## src/rtl/adc_cal_pkg.sv

```systemverilog
package adc_cal_pkg;

    localparam int CODE_W     = 12;
    localparam int OFS_W      = 9;
    localparam int OFS_LIM    = 128;
    localparam int GAIN_W     = 3;
    localparam int CH_N       = 2;
    localparam int FRAME_CLKS = 19;
    localparam int CODE_MAX   = (1 << CODE_W) - 1;
    localparam int ZERO_CODE  = 1 << (CODE_W - 1);

    typedef logic [CODE_W-1:0]        code_t;
    typedef logic signed [OFS_W-1:0]  ofs_t;
    typedef logic [GAIN_W-1:0]        gain_t;

    typedef enum logic [1:0] {
        FR_IDLE = 2'd0,
        FR_RUN  = 2'd1,
        FR_HOLD = 2'd2
    } fr_state_e;

    typedef struct packed {
        logic  is_cal;
        logic  corrupt;
        gain_t gain;
    } frame_info_t;

    function automatic ofs_t meas_offset(code_t raw);
        int d;
        d = int'(raw) - ZERO_CODE;
        if (d > OFS_LIM)  d = OFS_LIM;
        if (d < -OFS_LIM) d = -OFS_LIM;
        return ofs_t'(d);
    endfunction

    function automatic code_t apply_offset(code_t raw, ofs_t ofs);
        int s;
        s = int'(raw) - int'(ofs);
        if (s < 0)        s = 0;
        if (s > CODE_MAX) s = CODE_MAX;
        return code_t'(s);
    endfunction

endpackage

```

## src/rtl/adc_frame_tracker.sv

```systemverilog
module adc_frame_tracker
    import adc_cal_pkg::*;
#(
    parameter int NCLK = FRAME_CLKS
) (
    input  logic        clk,
    input  logic        rst,
    input  logic        csn,
    input  logic        sclk,
    input  logic        cal_pin,
    input  logic        sw_cal_wr,
    input  gain_t       gain,
    output logic        fin,
    output frame_info_t info_o,
    output logic        corrupt_o,
    output logic        cal_bit
);

    localparam int CNT_W = $clog2(NCLK + 1);

    fr_state_e    st;
    logic [CNT_W-1:0] cnt;
    logic         csn_q, sclk_q, cal_q;
    frame_info_t  info;

    logic cs_fall, sclk_rise, cal_rise, disturb;

    always_comb begin
        cs_fall   = csn_q & ~csn;
        sclk_rise = sclk & ~sclk_q;
        cal_rise  = cal_pin & ~cal_q;
        disturb   = (st == FR_RUN) & (cal_rise | sw_cal_wr);
        fin       = (st == FR_RUN) & ~csn & sclk_rise &
                    (cnt == CNT_W'(NCLK - 1));
        info_o    = info;
        corrupt_o = info.corrupt | disturb;
    end

    always_ff @(posedge clk) begin
        if (rst) begin
            st      <= FR_IDLE;
            cnt     <= '0;
            csn_q   <= 1'b1;
            sclk_q  <= 1'b0;
            cal_q   <= 1'b0;
            info    <= '0;
            cal_bit <= 1'b0;
        end else begin
            csn_q  <= csn;
            sclk_q <= sclk;
            cal_q  <= cal_pin;

            if (sw_cal_wr)
                cal_bit <= 1'b1;
            else if (cs_fall && st == FR_IDLE)
                cal_bit <= 1'b0;

            unique case (st)
                FR_IDLE: begin
                    if (cs_fall) begin
                        st           <= FR_RUN;
                        cnt          <= '0;
                        info.is_cal  <= cal_pin | cal_bit;
                        info.corrupt <= sw_cal_wr;
                        info.gain    <= gain;
                    end
                end
                FR_RUN: begin
                    if (csn) begin
                        st <= FR_IDLE;
                    end else begin
                        if (sclk_rise) cnt <= cnt + 1'b1;
                        if (disturb)   info.corrupt <= 1'b1;
                        if (fin)       st <= FR_HOLD;
                    end
                end
                FR_HOLD: begin
                    if (csn) st <= FR_IDLE;
                end
                default: st <= FR_IDLE;
            endcase
        end
    end

endmodule

```

## src/rtl/adc_chan_slice.sv

```systemverilog
module adc_chan_slice
    import adc_cal_pkg::*;
(
    input  logic  clk,
    input  logic  rst,
    input  logic  store,
    input  code_t raw,
    output ofs_t  ofs,
    output code_t corr
);

    always_ff @(posedge clk) begin
        if (rst)
            ofs <= '0;
        else if (store)
            ofs <= meas_offset(raw);
    end

    always_comb corr = apply_offset(raw, ofs);

endmodule

```

## src/rtl/adc_offset_cal.sv

```systemverilog
module adc_offset_cal
    import adc_cal_pkg::*;
#(
    parameter int NCLK = FRAME_CLKS
) (
    input  logic              clk,
    input  logic              rst,
    input  logic              csn,
    input  logic              sclk,
    input  logic              cal_pin,
    input  logic              sw_cal_wr,
    input  logic [GAIN_W-1:0] gain,
    input  logic [CODE_W-1:0] raw_a,
    input  logic [CODE_W-1:0] raw_b,
    output logic [CODE_W-1:0] out_a,
    output logic [CODE_W-1:0] out_b,
    output logic              out_valid,
    output logic              cal_done,
    output logic              out_corrupt,
    output logic [OFS_W-1:0]  offs_a,
    output logic [OFS_W-1:0]  offs_b,
    output logic              cal_bit,
    output logic              stale
);

    logic        fin, corrupt_now;
    frame_info_t info;
    code_t       raw_v  [CH_N];
    code_t       corr_v [CH_N];
    ofs_t        ofs_v  [CH_N];
    code_t       res_v  [CH_N];
    logic        have_cal;
    gain_t       cal_gain;

    adc_frame_tracker #(.NCLK(NCLK)) u_track (
        .clk       (clk),
        .rst       (rst),
        .csn       (csn),
        .sclk      (sclk),
        .cal_pin   (cal_pin),
        .sw_cal_wr (sw_cal_wr),
        .gain      (gain),
        .fin       (fin),
        .info_o    (info),
        .corrupt_o (corrupt_now),
        .cal_bit   (cal_bit)
    );

    assign raw_v[0] = raw_a;
    assign raw_v[1] = raw_b;

    for (genvar g = 0; g < CH_N; g++) begin : g_ch
        adc_chan_slice u_ch (
            .clk   (clk),
            .rst   (rst),
            .store (fin & info.is_cal),
            .raw   (raw_v[g]),
            .ofs   (ofs_v[g]),
            .corr  (corr_v[g])
        );

        always_ff @(posedge clk) begin
            if (rst)
                res_v[g] <= '0;
            else if (fin && !info.is_cal)
                res_v[g] <= corr_v[g];
        end
    end

    always_ff @(posedge clk) begin
        if (rst) begin
            out_valid   <= 1'b0;
            cal_done    <= 1'b0;
            out_corrupt <= 1'b0;
            have_cal    <= 1'b0;
            cal_gain    <= '0;
        end else begin
            out_valid   <= fin & ~info.is_cal;
            cal_done    <= fin &  info.is_cal;
            out_corrupt <= fin &  corrupt_now;
            if (fin && info.is_cal) begin
                have_cal <= 1'b1;
                cal_gain <= info.gain;
            end
        end
    end

    assign out_a  = res_v[0];
    assign out_b  = res_v[1];
    assign offs_a = ofs_v[0];
    assign offs_b = ofs_v[1];
    assign stale  = have_cal & (gain != cal_gain);

endmodule

```

## config.mk

```make
export PLATFORM = sky130hd
export DESIGN_NAME = adc_offset_cal
export DESIGN_NICKNAME = d
export VERILOG_FILES = /design/src/rtl/adc_cal_pkg.sv /design/src/rtl/adc_frame_tracker.sv /design/src/rtl/adc_chan_slice.sv /design/src/rtl/adc_offset_cal.sv
export SDC_FILE = /design/constraint.sdc
export NUM_CORES = 1
export LEC_CHECK = 0
export BUFFER_PORTS_ARGS = -buffer_cell sky130_fd_sc_hd__buf_2
export CAP_MARGIN = 15
export CORE_MARGIN = 5
export CORE_UTILIZATION = 35
export CTS_CLUSTER_DIAMETER = 200
export DETAILED_ROUTE_END_ITERATION = 6
export MAX_ROUTING_LAYER = met4
export PLACE_DENSITY = 0.66
export SYNTH_ARGS = -nofsm -noshare
export SYNTH_HDL_FRONTEND = slang
export SYNTH_SLANG_ARGS = --single-unit
```

## constraint.sdc

```tcl
create_clock -name clk -period 3.3 [get_ports clk]
set_clock_uncertainty 0.2 [all_clocks]
set_input_delay 0.165 -clock clk [delete_from_list [all_inputs] [get_ports clk]]
set_output_delay 0.165 -clock clk [all_outputs]
set_load 0.02 [all_outputs]
```

* Word-level counts from Yosys, hierarchy flattened
Memory sizes are Yosys's and may differ from the RTL's.
Index checks and enable logic that the tools add are counted.
** Word-level totals
- Flip-flop bits (word level) :: 41
- Memories kept :: 1
- RAM bits :: 24
** Memory list
- res_v :: words 2, bits a word 12, rd ports 2, clocked after memory_dff 0, write ports 2, line adc_offset_cal.sv:31 : code_t res_v [CH_N];
** Cells by class
- Bitwise operators :: 20
- Mux-type cells :: 34
- Equal/unequal tests :: 10
- Reduce and logical (&&, ||, !) cells :: 11
- $add $sub $neg :: 5
- Order comparisons :: 8
** Operator list (number)
- $mux W32 :: 8
- $gt A32 B13 Y1 const B :: 2
- $gt A32 B9 Y1 const B :: 2
- $lt A32 B1 Y1 const B :: 2
- $lt A32 B8 Y1 const B :: 2
- $mux W12 :: 4
- $sub A13 B9 Y14 :: 2
- $sub A12 B12 Y13 const B :: 2
- $mux W9 :: 2
- $mux W5 :: 3
- $and A1 B1 Y1 :: 11
- $pmux W5 S2 :: 1
- $mux W1 :: 9
- $mux W2 :: 4
- $reduce_and A4 Y1 :: 2
- $ne A2 B1 Y1 const B :: 3
- $pmux W2 S3 :: 1
- $add A5 B1 Y5 const B :: 1
- $eq A5 B5 Y1 const B :: 1
- $or A1 B1 Y1 :: 5
- $mux W4 :: 1
- $ne A2 B2 Y1 const B :: 2
- $not A1 Y1 :: 4
- $reduce_bool A2 Y1 :: 2
- 10 further kinds :: 12

* Longest topological paths before layout
- Depth after elaboration :: 9
- Depth in mapped cells :: 11
- Depth with buffers taken out :: 10

* Hierarchy
From an unflattened synthesis, not the netlist that was laid out.
** Second synthesis, totals
- Cells, all modules :: 447
- Area total of the unflattened synthesis :: 4264.1 µm²
** Modules (own cells, without submodules)
- adc_chan_slice :: times used 2, area each 1157.4 µm², cells each 145
- adc_offset_cal :: times used 1, area each 1223.7 µm², cells each 80
- adc_frame_tracker :: times used 1, area each 725.7 µm², cells each 77

* Worst setup path after synthesis
Ideal clock, no wire load.
- Path type :: flip-flop to flip-flop
- Start point :: register g_ch[1].u_ch.ofs[8]
- End point :: memory res_v[1][1] (netlist bit) (data pin)
- Path buffers :: 2
- Stages on the path, launching flop included :: 12
- Arrival :: 2.365 ns
- Required time :: 2.846 ns
- Setup slack :: 0.480 ns
- Cell sequence :: dfxtp_1 inv_1 ha_1 buf_2 a21oi_1 o21ai_1 a221oi_2 o31ai_4 a21oi_2 buf_2 a211oi_1 o21a_1
** RTL lines
- start: declaration :: line adc_chan_slice.sv:8 : output ofs_t ofs,
- start signal: assignment :: line adc_chan_slice.sv:16 : ofs <= meas_offset(raw);
- end: declaration :: line adc_offset_cal.sv:31

==> key figures <==
Power
  • Sequential group share of total power: 40.8%
  • LEAKAGE: 2.117 nW
  • Internal power: 1.582 mW
  • Power per cell area: 410.3 mW/mm²
  • Comb pwr share: 16.1%
  • Worst-case vdd ir drop: 0.1907 mV
  • Sw frac: 25.32%
  • Clock Power Share: 43.1%
  • Psw: 0.5363 mW

Setup path
  • R2r startpoint: g_ch[1].u_ch.ofs[8]$_SDFFE_PP0P_
  • Crit. End Element: flip-flop
  • CP startpoint: g_ch[1].u_ch.ofs[8]$_SDFFE_PP0P_
  • CP Data Arrival Time: 3050 ps
  • Setup crit start kind: flip-flop
  • Worst flop-to-flop path endpoint: res_v[1][9]$_SDFFCE_PN0P_
  • R2R depth: 10
  • R2R setup slack: 220 ps
  • WP data required: 3270 ps
  • Kind of critical path: reg -> reg
  • Max FO, Critical Path: 19

Place
  • Final estimated routing congestion in global placement: 0.8921
  • Port Buf Inserts: 79
  • DP Area: 0.004653 mm²
  • DPL Wire Length: 7832 µm

Hold path
  • Worst hold stages: 4
  • Min-Delay Path Class: in -> reg
  • Worst hold path startpoint: raw_a[11]
  • WHS Endpoint: g_ch[0].u_ch.ofs[8]$_SDFFE_PP0P_

STA
  • Highest Clock Rate: 324.8 MHz
  • Min cycle time layout: 3078 ps
  • Fin crit share: 93.28%
  • Count of pins over their slew limit: 0
  • Endpoints failing hold: 0
  • Slew HR: 54.19%
  • Setup tns final: 0 ps
  • Worst-margin pin slew: 687.2 ps
  • Final setup fails: 0
  • RSZ-0062 raised after global routing: false

Synth
  • Post-synthesis net count: 516
  • Yosys top cell area share: 20.03%
  • Most used DFF post-synth: dfxtp_1
  • Synth area leader: dfxtp_1
  • Ranking of synthesized cells by area: dfxtp_1, edfxtp_1, ha_1, a21oi_1, o21a_1
  • Distinct cells, synth: 59
  • Synth Warn #: 0
  • Average size of a mapped cell: 9.046 µm²
  • Gate count of the mapped netlist: 453
  • Post-Syn Area: 0.004098 mm²
  • #FFs+latches synth: 65
  • Post-synth EDFFs: 24
  • Synth async-reset ratio: 0%
  • Sequential cell area fraction in the yosys report: 37.62%

Layout
  • NumNets Final: 618
  • Fin area: 0.005162 mm²
  • Fraction of layout instances using a drive strength above 1: 20.57%
  • Ant. Diodes: 0
  • Layout fillers: 1,108
  • Area Overhead vs Synth: 25.98%
  • Leading cell type in the layout, fill and taps excluded: buf_2
  • Most frequent cells in the layout: buf_2, dfxtp_1, nor2_1, a21oi_1, inv_1

Run
  • Max-cap violation count: 0

Global routing
  • GRT overflow: 0
  • Vias in the first global route: 3,545
  • Global-route usage over all layers: 15.30%
  • Largest net degree at the start of global routing: 29
  • Initial antenna violation count: 0
  • First-pass GRT wire length: 17,240 µm

Route
  • Vias: 3,662
  • Antenna-violating nets left: 0
  • DRT Wirelength: 10,270 µm
  • Wire per inst: 14.62 µm
  • Number of DRC markers in iteration 0: 156
  • Avg Vias per Cell: 5.217
  • 1st-pass router iterations: 4
  • # DRC: 0

Clocking
  • CTS Buf Count: 9
  • Clk sinks: 65
  • Clock tree buffer depth: 2
  • CTS tree: built
  • H-tree depth: 3
  • CTS Root Cell: clkbuf_16
  • Clock-pin slew on the worst setup and hold paths: 50 ps
  • Clock Latency Late Sink: 330 ps
  • Setup repair bufs after CTS: 0

Floorplanning
  • IO Pins: 80
  • Die ar.: 0.01397 mm²
  • Core area: 0.01147 mm²
  • Die Ht: 118.2 µm
  • Die X: 118.2 µm
  • Num rows: 39
  • Initial cell density of the core: 35.73%

Outcome
  • Outcome: finished clean
power by group through the flow:
| stage | logic (mW) | registers (mW) | clock network, mW |
|---|---|---|---|
| after floorplan | 0.203 | 0.902 | 0 |
| after CTS | 0.340 | 0.864 | 0.941 |
| after global routing | 0.380 | 0.866 | 0.977 |
| after detailed placement | 0.319 | 0.881 | 0 |
| after global placement | 0.314 | 0.880 | 0 |
| final | 0.341 | 0.864 | 0.913 |
repair_timing:
action                                 in CTS  in global routing
hold buffers                               21                  0
gates resized for setup                     0                  2
endpoints found under the hold margin      25                  0
setup endpoints to repair                   0                 11
worst max-delay path by stage:
stage | end | slack [ps]
CTS | res_v[0][7]$_SDFFCE_PN0P_ | 120
global placement | res_v[0][4]$_SDFFCE_PN0P_ | 270
finish | res_v[1][9]$_SDFFCE_PN0P_ | 220
detailed placement | res_v[0][7]$_SDFFCE_PN0P_ | 230
floorplan | res_v[1][1]$_SDFFCE_PN0P_ | 480
global route | res_v[1][4]$_SDFFCE_PN0P_ | 20
synth_stat cells (4+ instances only):
library cell  instances
mux2i_1               9
nand2b_1              6
clkbuf_1             10
a31oi_1               4
o211ai_1             14
nand3_1               6
a21o_1                5
nor2_1               39
nand2_1              30
a22o_1               14
nand4_1               4
o21a_1               20
xnor2_1              17
dfxtp_1              41
o21ai_0              10
buf_2                 6
and3_1                4
or3_1                 6
inv_1                32
ha_1                 28
edfxtp_1             24
nor3_1               11
o21ai_1               6
nor2b_1              11
xor2_1                5
a211oi_1              8
a21oi_1              36
metal layers:
metal | wire length (µm) | vias to the layer above | global-route usage [%]
li1 | - | 1867 | -
met1 | 4748 | 1687 | 18.85
met2 | 4830 | 87 | 24.26
met3 | 418 | 21 | 3.247
met4 | 267 | 0 | 6.595
met5 | 0 | - | -
logic make-up after synthesis:
| group | after synthesis | share of synthesized area, % |
|---|---|---|
| DFF | 65 | 37.62 |
| xor gates and xnor gates | 22 | 4.702 |
| adders and majority gates | 30 | 9.527 |
| AOI/OAI and AO/OA | 139 | 23.76 |
| buffers and inverters | 50 | 5.130 |
| and+or+nand+nor | 138 | 17.07 |
| muxes | 9 | 2.199 |
cell type report:
class                   instances  area (µm²)  area share [%]
multi-input cells             338        2357           45.66
flip-flops and latches         65        1541           29.86
repair buffers                109       673.1           13.04
clock buffers                  13       281.5           5.453
well taps                     143       178.9           3.466
inverters                      32       120.1           2.327
clock inverters                 2       10.01          0.1939
state kept, by name (all words and copies together) (netlist names):
signal	cells
out_valid	1
u_track.cnt	5
u_track.cal_bit	1
u_track.csn_q	1
have_cal	1
res_v	24
out_corrupt	1
u_track.st	2
g_ch.u_ch.ofs	18
cal_gain	3
u_track.sclk_q	1
u_track.info_o	5
cal_done	1
u_track.cal_q	1
through the flow:
stage / cells / utilization [%] / hold slack [ps] / worst slack (ps) / total power [mW]
2_1_floorplan: 453 / - / 82.43 / 480.4 / 1.105
3_3_place_gp: 666 / 40.58 / 193.3 / 265.7 / 1.194
5_1_grt: 702 / 45.02 / 45.25 / 15.63 / 2.223
6_report: 702 / 45.02 / 14.34 / 221.6 / 2.118
3_5_place_dp: 666 / 40.58 / 207.2 / 234.0 / 1.200
4_1_cts: 702 / 44.95 / 8.614 / 116.0 / 2.145
critical path, stage by stage, from the launching register on:
cell      delay, ps
dfxtp_1         310
inv_1           250
ha_1            390
a21oi_1         180
o21ai_1          90
a221oi_2        340
o31ai_4         140
a21oi_2         570
buf_4           230
nand3_1          70
a21oi_1         140
Note: power is estimated with default switching activity, not from simulation.
